--- src/rtl/prio_irq_pkg.sv ---
package prio_irq_pkg;
  localparam int unsigned DATA_W = 8;

  typedef enum logic [2:0] {
    OP_EOI_ANY  = 3'b001,
    OP_EOI_LVL  = 3'b011,
    OP_POLL     = 3'b100
  } op_e;

  typedef enum logic [1:0] {
    WA_CMD  = 2'd0,
    WA_MASK = 2'd1,
    WA_TRIG = 2'd2,
    WA_CFG  = 2'd3
  } wr_addr_e;

  typedef enum logic [2:0] {
    RA_PEND = 3'd0,
    RA_SERV = 3'd1,
    RA_MASK = 3'd2,
    RA_TRIG = 3'd3,
    RA_CFG  = 3'd4
  } rd_addr_e;
endpackage

--- src/rtl/irq_capture.sv ---
module irq_capture #(
  parameter int unsigned N_IRQ = 8
) (
  input  logic             clk,
  input  logic             rst_n,
  input  logic [N_IRQ-1:0] line_i,
  input  logic [N_IRQ-1:0] level_sel_i,
  input  logic             freeze_i,
  input  logic [N_IRQ-1:0] take_i,
  output logic [N_IRQ-1:0] pend_o
);
  logic [N_IRQ-1:0] prev_q;
  logic [N_IRQ-1:0] pend_q;
  logic [N_IRQ-1:0] pend_d;

  for (genvar g = 0; g < N_IRQ; g++) begin : g_line
    always_comb begin
      if (freeze_i) begin
        pend_d[g] = pend_q[g] & ~take_i[g];
      end else if (level_sel_i[g]) begin
        pend_d[g] = line_i[g];
      end else begin
        pend_d[g] = line_i[g] & ((pend_q[g] & ~take_i[g]) | ~prev_q[g]);
      end
    end
  end

  always_ff @(posedge clk or negedge rst_n) begin
    if (!rst_n) begin
      prev_q <= '0;
      pend_q <= '0;
    end else begin
      prev_q <= line_i;
      pend_q <= pend_d;
    end
  end

  assign pend_o = pend_q;


  freeze_hold_chk: assert property (@(posedge clk) disable iff (!rst_n)
    (freeze_i && take_i == '0) |=> $stable(pend_q));
endmodule

--- src/rtl/prio_resolver.sv ---
module prio_resolver #(
  parameter int unsigned N_IRQ = 8,
  localparam int unsigned LVL_W = $clog2(N_IRQ)
) (
  input  logic             clk,
  input  logic             rst_n,
  input  logic [N_IRQ-1:0] pend_i,
  input  logic [N_IRQ-1:0] mask_i,
  input  logic [N_IRQ-1:0] serv_i,
  output logic             elig_o,
  output logic [LVL_W-1:0] lvl_o
);
  logic [N_IRQ-1:0] cand;
  logic             cand_any;
  logic [LVL_W-1:0] cand_lvl;
  logic             serv_any;
  logic [LVL_W-1:0] serv_lvl;

  assign cand = pend_i & ~mask_i;

  always_comb begin
    cand_any = 1'b0;
    cand_lvl = '0;
    for (int i = N_IRQ - 1; i >= 0; i--) begin
      if (cand[i]) begin
        cand_any = 1'b1;
        cand_lvl = LVL_W'(i);
      end
    end
  end

  always_comb begin
    serv_any = 1'b0;
    serv_lvl = '0;
    for (int i = N_IRQ - 1; i >= 0; i--) begin
      if (serv_i[i]) begin
        serv_any = 1'b1;
        serv_lvl = LVL_W'(i);
      end
    end
  end

  assign elig_o = cand_any && (!serv_any || (cand_lvl < serv_lvl));
  assign lvl_o  = cand_lvl;


  elig_outranks_chk: assert property (@(posedge clk) disable iff (!rst_n)
    elig_o |-> ((serv_i & ((N_IRQ'(1) << lvl_o) - N_IRQ'(1))) == '0 && !serv_i[lvl_o]));

  masked_never_wins_chk: assert property (@(posedge clk) disable iff (!rst_n)
    elig_o |-> !mask_i[lvl_o]);
endmodule

--- src/rtl/service_regs.sv ---
module service_regs #(
  parameter int unsigned N_IRQ = 8,
  localparam int unsigned LVL_W = $clog2(N_IRQ)
) (
  input  logic             clk,
  input  logic             rst_n,
  input  logic [N_IRQ-1:0] grant_i,
  input  logic             auto_eoi_i,
  input  logic             eoi_any_i,
  input  logic             eoi_lvl_i,
  input  logic [LVL_W-1:0] eoi_sel_i,
  output logic [N_IRQ-1:0] serv_o
);
  logic [N_IRQ-1:0] serv_q;
  logic [N_IRQ-1:0] clr_vec;
  logic [N_IRQ-1:0] set_vec;

  always_comb begin
    clr_vec = '0;
    if (eoi_any_i) begin
      clr_vec = serv_q & (~serv_q + N_IRQ'(1));
    end else if (eoi_lvl_i) begin
      clr_vec = N_IRQ'(1) << eoi_sel_i;
    end
  end

  assign set_vec = auto_eoi_i ? '0 : grant_i;

  always_ff @(posedge clk or negedge rst_n) begin
    if (!rst_n) serv_q <= '0;
    else        serv_q <= (serv_q & ~clr_vec) | set_vec;
  end

  assign serv_o = serv_q;


  auto_eoi_no_set_chk: assert property (@(posedge clk) disable iff (!rst_n)
    auto_eoi_i |=> ((serv_q & ~$past(serv_q)) == '0));

  eoi_any_drops_one_chk: assert property (@(posedge clk) disable iff (!rst_n)
    (eoi_any_i && serv_q != '0 && grant_i == '0)
      |=> ($countones(serv_q) + 1 == $countones($past(serv_q))));
endmodule

--- src/rtl/prio_irq_ctrl.sv ---
module prio_irq_ctrl #(
  parameter int unsigned N_IRQ = 8,
  localparam int unsigned LVL_W  = $clog2(N_IRQ),
  localparam int unsigned DW     = prio_irq_pkg::DATA_W,
  localparam int unsigned BASE_W = DW - LVL_W
) (
  input  logic             clk,
  input  logic             rst_n,
  input  logic [N_IRQ-1:0] irq_i,
  input  logic             ack_i,
  output logic             int_o,
  output logic             vec_valid_o,
  output logic [DW-1:0]    vec_data_o,
  input  logic             wr_en_i,
  input  logic [1:0]       wr_addr_i,
  input  logic [DW-1:0]    wr_data_i,
  input  logic             rd_en_i,
  input  logic [2:0]       rd_addr_i,
  output logic             rd_valid_o,
  output logic [DW-1:0]    rd_data_o
);
  import prio_irq_pkg::*;

  logic [N_IRQ-1:0] mask_q, trig_q;
  logic [DW-1:0]    cfg_q;
  logic             poll_q;
  logic [N_IRQ-1:0] pend, serv, grant;
  logic             elig;
  logic [LVL_W-1:0] lvl;
  logic             cmd_wr, poll_rd, take;
  op_e              op;
  logic             vec_valid_q, rd_valid_q;
  logic [DW-1:0]    vec_q, rd_q, rd_d;
  logic [BASE_W-1:0] base;

  assign base    = cfg_q[DW-1:LVL_W];
  assign cmd_wr  = wr_en_i && (wr_addr_e'(wr_addr_i) == WA_CMD);
  assign op      = op_e'(wr_data_i[DW-1:DW-3]);
  assign poll_rd = rd_en_i && (rd_addr_e'(rd_addr_i) == RA_PEND) && poll_q;
  assign take    = (ack_i || poll_rd) && elig;

  always_comb begin
    for (int i = 0; i < N_IRQ; i++) begin
      grant[i] = take && (lvl == LVL_W'(i));
    end
  end

  irq_capture #(.N_IRQ(N_IRQ)) u_capture (
    .clk        (clk),
    .rst_n      (rst_n),
    .line_i     (irq_i),
    .level_sel_i(trig_q),
    .freeze_i   (poll_q),
    .take_i     (grant),
    .pend_o     (pend)
  );

  prio_resolver #(.N_IRQ(N_IRQ)) u_resolver (
    .clk   (clk),
    .rst_n (rst_n),
    .pend_i(pend),
    .mask_i(mask_q),
    .serv_i(serv),
    .elig_o(elig),
    .lvl_o (lvl)
  );

  service_regs #(.N_IRQ(N_IRQ)) u_service (
    .clk       (clk),
    .rst_n     (rst_n),
    .grant_i   (grant),
    .auto_eoi_i(cfg_q[0]),
    .eoi_any_i (cmd_wr && op == OP_EOI_ANY),
    .eoi_lvl_i (cmd_wr && op == OP_EOI_LVL),
    .eoi_sel_i (wr_data_i[LVL_W-1:0]),
    .serv_o    (serv)
  );

  always_ff @(posedge clk or negedge rst_n) begin
    if (!rst_n) begin
      mask_q <= '0;
      trig_q <= '0;
      cfg_q  <= '0;
    end else if (wr_en_i) begin
      case (wr_addr_e'(wr_addr_i))
        WA_MASK: mask_q <= wr_data_i[N_IRQ-1:0];
        WA_TRIG: trig_q <= wr_data_i[N_IRQ-1:0];
        WA_CFG:  cfg_q  <= wr_data_i;
        default: ;
      endcase
    end
  end

  always_ff @(posedge clk or negedge rst_n) begin
    if (!rst_n)                     poll_q <= 1'b0;
    else if (cmd_wr && op == OP_POLL) poll_q <= 1'b1;
    else if (poll_rd)               poll_q <= 1'b0;
  end

  always_comb begin
    case (rd_addr_e'(rd_addr_i))
      RA_PEND: begin
        if (poll_q) rd_d = {elig, {(DW-1-LVL_W){1'b0}}, (elig ? lvl : {LVL_W{1'b0}})};
        else        rd_d = DW'(pend);
      end
      RA_SERV: rd_d = DW'(serv);
      RA_MASK: rd_d = DW'(mask_q);
      RA_TRIG: rd_d = DW'(trig_q);
      RA_CFG:  rd_d = cfg_q;
      default: rd_d = '0;
    endcase
  end

  always_ff @(posedge clk or negedge rst_n) begin
    if (!rst_n) begin
      vec_valid_q <= 1'b0;
      vec_q       <= '0;
      rd_valid_q  <= 1'b0;
      rd_q        <= '0;
    end else begin
      vec_valid_q <= ack_i;
      if (ack_i) vec_q <= {base, (elig ? lvl : {LVL_W{1'b1}})};
      rd_valid_q <= rd_en_i;
      if (rd_en_i) rd_q <= rd_d;
    end
  end

  assign int_o       = elig && !poll_q;
  assign vec_valid_o = vec_valid_q;
  assign vec_data_o  = vec_q;
  assign rd_valid_o  = rd_valid_q;
  assign rd_data_o   = rd_q;


  ack_gives_vector_chk: assert property (@(posedge clk) disable iff (!rst_n)
    ack_i |=> vec_valid_o);

  poll_silences_int_chk: assert property (@(posedge clk) disable iff (!rst_n)
    (cmd_wr && op == OP_POLL) |=> !int_o);

  empty_ack_default_chk: assert property (@(posedge clk) disable iff (!rst_n)
    (ack_i && !elig) |=> (vec_data_o[LVL_W-1:0] == {LVL_W{1'b1}} && $stable(serv)));
endmodule

--- config.mk ---
export PLATFORM = sky130hd
export DESIGN_NAME = prio_irq_ctrl
export DESIGN_NICKNAME = d
export VERILOG_FILES = /design/src/rtl/prio_irq_pkg.sv /design/src/rtl/irq_capture.sv /design/src/rtl/prio_resolver.sv /design/src/rtl/service_regs.sv /design/src/rtl/prio_irq_ctrl.sv
export SDC_FILE = /design/constraint.sdc
export NUM_CORES = 1
export LEC_CHECK = 0
export BUFFER_PORTS_ARGS = -buffer_cell sky130_fd_sc_hd__buf_2
export CORE_ASPECT_RATIO = 2
export CORE_UTILIZATION = 52
export CTS_CLUSTER_SIZE = 14
export DETAILED_ROUTE_END_ITERATION = 8
export PLACE_DENSITY = 0.73
export SLEW_MARGIN = 20
export SYNTH_ARGS = -nofsm -noshare
export SYNTH_HDL_FRONTEND = slang
export SYNTH_SLANG_ARGS = --single-unit
--- constraint.sdc ---
create_clock -name clk -period 2.7 [get_ports clk]
set_input_delay 0.135 -clock clk [delete_from_list [all_inputs] [get_ports clk]]
set_output_delay 0.135 -clock clk [all_outputs]
set_load 0.02 [all_outputs]
==> results of run 1 <==
## layout make-up
| class | count | share of cell area (%) |
|---|---|---|
| Sequential cell | 67 | 37.9 |
| Multi-Input combinational cell | 230 | 37.8 |
| Timing Repair Buffer | 89 | 13.2 |
| Clock buffer | 12 | 5.80 |
| Tap cell | 84 | 2.38 |
| Inverter | 21 | 1.78 |
| Clock inverter | 4 | 1.10 |
## path summary, 6_finish.rpt
path | from | to | slack [ns] | cells past startpoint
min in group clk | wr_data_i[3] | cfg_q[3]$_DFFE_PN0P_ | 0.06 | 2
worst min-delay path | rst_n | vec_data_o[2]$_DFFE_PN0P_ | -0.02 | 2
worst min register to register | cfg_q[2]$_DFFE_PN0P_ | cfg_q[2]$_DFFE_PN0P_ | 0.49 | 2
worst max-delay path | mask_q[4]$_DFFE_PN0P_ | int_o | -0.11 | 11
max in group asynchronous | rst_n | u_capture.pend_o[7]$_DFF_PN0_ | 2.18 | 2
worst max register to register | mask_q[4]$_DFFE_PN0P_ | rd_data_o[1]$_DFFE_PN0P_ | -0.08 | 12
## worst max-delay path, cell delays in order, from the launching register on
cell	delay, ns
dfrtp_1	0.35
and2b_1	0.23
a2111oi_4	0.32
buf_4	0.19
nor2_4	0.04
ha_4	0.22
a211oi_2	0.19
o21ai_1	0.09
a211o_1	0.25
and2_4	0.18
nor3_4	0.12
buf_6	0.14
## registers in the layout, summed over array words and instances (netlist names), 8 cells and up
| register | flops |
|---|---|
| mask_q | 8 |
| u_service.serv_o | 8 |
| vec_data_o | 8 |
| u_capture.prev_q | 8 |
| trig_q | 8 |
| rd_data_o | 8 |
| u_capture.pend_o | 8 |
| cfg_q | 8 |
## power by group through the flow
stage	sequential, mW	combinational (mW)	clock (mW)
after floorplan	1.44	0.777	0
after global placement	1.39	1.42	0
after detailed placement	1.40	1.44	0
after CTS	1.39	1.62	1.19
after global routing	1.41	1.87	1.24
final	1.40	1.75	1.18
## metrics by stage
step	total power, mW	std cells	setup TNS [ns]	setup WS [ns]	utilization, %
CTS	4.19	507	-0.204	-0.104	71.7
floorplan	2.22	329	0	0.00991	-
global placement	2.82	481	-1.30	-0.193	63.9
detailed placement	2.84	481	-2.64	-0.307	63.9
finish	4.33	507	-0.436	-0.110	73.1
global route	4.52	507	-1.37	-0.208	73.1
## cell families after synthesis
kind of cell    after synthesis
simple gates                 97
mux                          29
flops                        67
fa+ha+maj                     2
compound gates              102
buf+inv                      32
## timing repair
action,in CTS,in global routing
endpoints found under the setup margin,21,20
setup buffers,2,0
endpoints found under the hold margin,8,0
pin swaps,5,1
resized for setup,15,13
hold buffers,8,0
## layer usage
metal,global-route usage (%),vias up,wire (µm)
li1,-,1407,-
met1,37.3,1540,3690
met2,56.5,152,5280
met3,6.19,42,538
met4,22.5,0,534
met5,0,-,0
## layout by cell type (no fill, tap or decap), types with 2 or more instances in the layout
master,n
o22a_1,2
buf_2,43
o311ai_0,3
o21ai_0,16
nand2_1,24
o22ai_1,10
nor4_1,2
dfrtp_1,67
a21oi_1,19
inv_1,19
o31ai_4,2
nand3_1,4
clkinv_2,2
nor3_1,6
mux2_2,25
o41ai_2,5
nand3b_1,2
clkbuf_16,9
nor2_1,28
inv_2,2
a21o_1,2
a31oi_1,4
clkbuf_8,2
o31ai_1,2
mux2i_1,4
nand2b_1,10
a22oi_1,7
and2b_1,2
o221ai_1,7
a221oi_1,3
dlygate4sd3_1,8
buf_4,37
nor2b_1,8
o21ai_1,4
==> run_results.csv, run 1 <==
group,metric,value,unit
logic_synthesis,synth.most_common_cell,"dfrtp_1",
power_and_ir_drop,clkPwrFrac,27.2,%
clocking,cts_tree,"built",
power_and_ir_drop,leakagePower,1.96,nW
layout,area_delta_synth_final,33.3,%
routing,drtIter0Drc,185,
logic_synthesis,synth_xor_area_share,0,%
setup_path,crit_path_end_kind,"output port",
sta,min_period_over_period,104,%
power_and_ir_drop,seq_power_share,32.2,%
logic_synthesis,yosys_warnings,0,
clocking,cts_made_buffers,9,
setup_path,path_max_fanout,2,
logic_synthesis,syn_area_per_cell,10.1,µm²
logic_synthesis,synth_ff_type,"dfrtp_1",
clocking,path_clk_slew,0.05,ns
logic_synthesis,synth_area,0.00332,mm²
layout,multiInputGateArea,0.00167,mm²
sta,finalHoldWorstSlack,-0.0196,ns
sta,slew_violations,0,
sta,tightest_slew,1.01,ns
sta,hold_violations,34,
logic_synthesis,synth_top_area_share,50.5,%
sta,setup_slack,-0.110,ns
floorplan,num_rows,40,
logic_synthesis,synth_mux_area_share,9.69,%
logic_synthesis,synth_fp_nets,357,
grt,grt-ovfl-total,0,
grt,grt_pass1_vias,3160,
logic_synthesis,async_flop_share,100,%
placed_design,port_buffers,44,
sta,fmax,356,MHz
grt,grt_pass1_wl,16000,µm
sta,min_period,2.81,ns
logic_synthesis,synthTopCellsByCount,"dfrtp_1 (67), nor2_1 (29), mux2_2 (25)",
power_and_ir_drop,powerDensity,979,mW/mm²
routing,routed_wl,10000,µm
power_and_ir_drop,switchingPower,1.59,mW
grt,grt_max_degree,68,
logic_synthesis,synth_top_family_by_area,"compound AO/OA/AOI/OAI gates",
layout,final_layout_size_suffix_gt1_share,34.0,%
clocking,cts.sinks,67,
logic_synthesis,synth-compound-area-share,21.0,%
grt,antenna_found_initial,0,
setup_path,critPathArrivalTime,2.68,ns
run,drv_cap,0,
placed_design,hpwl,7370,µm
floorplan,die_w,58.5,µm
routing,avgRoutedWirePerCell,19.8,µm
clocking,cts_root_buf,"clkbuf_16",
sta,clock_skew,0.00651,ns
logic_synthesis,synthSimpleGateAreaFrac,14.2,%
floorplan,start_util,54.8,%
floorplan,fp.dieH,115,µm
setup_path,critical_path_class,"reg -> out",
outcome,status,"complete, but fails checks",
grt,track_usage,33.4,%
layout,final_cell_area,0.00442,mm²
hold_path,hp-class,"in -> async",
placed_design,dpl_cell_area,0.00387,mm²
logic_synthesis,synthCells,329,
routing,vias_per_cell,6.20,
sta,timing.slew.headroom,32.1,%
logic_synthesis,ys_types,50,
power_and_ir_drop,p_int,2.74,mW
clocking,clk_latency,0.34,ns
power_and_ir_drop,swShare,36.8,%
routing,final_antenna_net_count,0,
logic_synthesis,synth_area_leader_cell,"dfrtp_1",
layout,regArea,0.00168,mm²
routing,drc_errors,0,
setup_path,required,2.57,ns
floorplan,die_area,0.00673,mm²
floorplan,io_pins,45,
floorplan,core,0.00606,mm²
layout,antennaDiodeCount,0,
clocking,htreeDepth,3,
logic_synthesis,ys_seq_area_share,50.5,%
layout,fillers,467,
power_and_ir_drop,share_comb_of_total_power,40.5,%
logic_synthesis,synth-seq-cells,67,
power_and_ir_drop,vdd_drop_max,0.000706,V
setup_path,startpoint_type,"register",
routing,drt-pass1-iter-count,6,
sta,rsz0062_at_grt,"yes",
logic_synthesis,synth_edf_count,0,
logic_synthesis,yosys.area_share.adder,0.754,%
logic_synthesis,synth_area_leaders,"dfrtp_1 (51%), mux2_2 (8.5%), nor2_1 (3.3%), a21oi_1 (3.2%), nand2_1 (2.7%)",
sta,finalSetupViolations,6,
routing,vias,3141,
clocking,clk_path_buf_depth,2,
layout,final_nets,446,
placed_design,gp_congestion,1.03,
outcome,violations,"hold timing, setup timing",
Power figures use the tool's default switching activity.
==> inputs of run 2 (changes only) <==
CORE_UTILIZATION = 29   (was 52)
PLACE_DENSITY = 0.43   (was 0.73)
clock period = 3.3 ns   (was 2.7 ns; I/O delays follow)
==> run 2 against run 1 <==
The run now ends clean. Non-clock buffer count fell by 25. Clock-buffer cell count unchanged. Core utilization fell by 35 points. Die area rose by 77%. Combinational power is 37% lower. First-iteration DRC count fell by 7.0%. Total power is 24% lower. Highest routed layer unchanged.
==> run_results.csv, run 2 (synthesis results as in run 1) <==
group,metric,value,unit
placed_design,gp_congestion,0.870,
routing,vias_per_cell,5.35,
routing,final_antenna_net_count,0,
clocking,clk_latency,0.34,ns
setup_path,startpoint_type,"register",
routing,drt-pass1-iter-count,4,
routing,drc_errors,0,
placed_design,dp_slack,0.360,ns
setup_path,crit_path_frequent_cell,"buf_4",
floorplan,core,0.0110,mm²
grt,grt-ovfl-total,0,
setup_path,path_cells,"and2b_1 -> a2111oi_2 -> buf_4 -> nor2_1 -> ha_1 -> a211oi_1 -> o21ai_1 -> a211o_1 -> and2_4 -> nor3_2 -> buf_4",
power_and_ir_drop,vdd_drop_max,0.000268,V
hold_path,hp-class,"in -> reg",
grt,grt_pass1_wl,17200,µm
placed_design,hpwl,8460,µm
routing,routed_wl,11100,µm
sta,min_period,3.14,ns
routing,drtIter0Drc,172,
sta,hold_violations,0,
layout,layout_common_cells,"dfrtp_1 (67), buf_2 (43), nor2_1 (29), mux2_2 (25), nand2_1 (24)",
power_and_ir_drop,finalPower,3.28,mW
clocking,path_clk_slew,0.06,ns
sta,fmax,318,MHz
sta,setup_slack,0.159,ns
grt,track_usage,19.8,%
clocking,cts_made_buffers,9,
power_and_ir_drop,switchingPower,1.20,mW
sta,slew_violations,0,
floorplan,fp.dieH,153,µm
grt,antenna_found_initial,0,
floorplan,die_w,77.7,µm
sta,clock_skew,0.00767,ns
grt,grt_use_met3,3.94,%
setup_path,path_max_fanout,4,
routing,avgRoutedWirePerCell,20.7,µm
sta,rsz0062_at_grt,"no",
layout,fillers,1128,
grt,grt-busiest-layer,"met2",
outcome,status,"complete, no violations",
layout,antennaDiodeCount,0,
sta,finalSetupViolations,0,
routing,vias,2876,
floorplan,num_rows,54,
run,drv_cap,0,
clocking,cts.sinks,67,
power_and_ir_drop,swShare,36.5,%
floorplan,start_util,30.1,%
clocking,cts_setup_buffers,0,
setup_path,critPathSlowestCell,"dfrtp_1",
floorplan,die_area,0.0119,mm²
sta,timing.slew.headroom,33.9,%
layout,final_layout_size_suffix_gt1_share,25.4,%
layout,utilization,37.9,%
grt,grt.met1_usage,21.7,%
power_and_ir_drop,p_int,2.08,mW
setup_path,crit_path_end_kind,"output port",
setup_path,required,3.13,ns
setup_path,critical_path_class,"reg -> out",
placed_design,port_buffers,44,
layout,final_nets,421,
sta,tns,0,ns
grt,grt_max_degree,37,
sta,tightest_slew,0.983,ns
clocking,cts_root_buf,"clkbuf_16",
power_and_ir_drop,share_comb_of_total_power,33.6,%
grt,use_met2,34.3,%
clocking,htreeDepth,3,
layout,final_common_cell,"dfrtp_1",
grt,grt_pass1_vias,2990,
power_and_ir_drop,leakagePower,1.81,nW
clocking,cts_tree,"built",
layout,area_delta_synth_final,25.7,%
floorplan,io_pins,45,
clocking,clk_path_buf_depth,2,
power_and_ir_drop,powerDensity,786,mW/mm²
power_and_ir_drop,seq_power_share,36.6,%
setup_path,critPathArrivalTime,2.98,ns
power_and_ir_drop,clkPwrFrac,29.8,%
setup_path,critical_path.max_stage_delay,0.40,ns
sta,min_period_over_period,95.2,%
run 2: changes by cell type in the layout (fill, tap and decap cells not counted), sizes merged:
cell,change
buf,-26
dlygate4sd3,+1
run 2: per-layer routing:
layer,vias up,wire length (µm)
met5,-,0
met4,0,573
met3,26,436
met2,90,5910
met1,1404,4230
li1,1356,-
run 2: layout make-up:
cell class	instances	area (µm²)	area share [%]
well taps	140	175	4.20
inverters	21	78.8	1.89
multi-input cells	230	1530	36.6
repair buffers	64	408	9.78
clock buffers	12	256	6.15
clock inverters	4	48.8	1.17
flip-flops and latches	67	1680	40.2
run 2: power by group through the flow:
stage / logic [mW] / clock network, mW / registers [mW]
2_1_floorplan: 0.616 / 0 / 1.18
3_5_place_dp: 1.06 / 0 / 1.21
3_3_place_gp: 1.07 / 0 / 1.21
5_1_grt: 1.20 / 1.04 / 1.22
6_report: 1.10 / 0.978 / 1.20
4_1_cts: 1.08 / 1.00 / 1.19
run 2: worst paths after layout:
| kind | from | endpoint | slack [ns] | depth (start not counted) |
|---|---|---|---|---|
| max | u_capture.pend_o[4]$_DFF_PN0_ | int_o | 0.16 | 11 |
| max reg2reg | u_capture.pend_o[4]$_DFF_PN0_ | rd_data_o[7]$_DFFE_PN0P_ | 0.35 | 10 |
| min | wr_data_i[3] | mask_q[3]$_DFFE_PN0P_ | 0.09 | 2 |
| min reg2reg | cfg_q[2]$_DFFE_PN0P_ | cfg_q[2]$_DFFE_PN0P_ | 0.49 | 2 |
| max in group asynchronous | rst_n | rd_data_o[6]$_DFFE_PN0P_ | 2.32 | 3 |
| min in group asynchronous | rst_n | vec_data_o[0]$_DFFE_PN0P_ | 0.23 | 2 |
run 2: repair_timing:
item                                   in CTS  in global routing
gates resized for setup                     0                  5
endpoints found under the hold margin      16                  0
setup endpoints to repair                   0                  1
hold buffers                                9                  0
run 2: per-stage QoR:
stage / hold WS [ns] / cell area, µm² / instances
6_report: 0.0948 / 4170 / 538
5_1_grt: 0.0904 / 4170 / 538
4_1_cts: 0.0892 / 4160 / 538
3_5_place_dp: 0.0546 / 3760 / 513
3_3_place_gp: 0.0454 / 3760 / 513
2_1_floorplan: -0.131 / 3320 / 329
run 2: critical path, delay by kind of cell, from the launching register on:
kind / cells / cell delay (ns)
adders and majority gates: 1 / 0.32
DFF: 1 / 0.40
and+or+nand+nor: 4 / 0.60
AOI/OAI and AO/OA: 4 / 0.97
buffers and inverters: 2 / 0.34
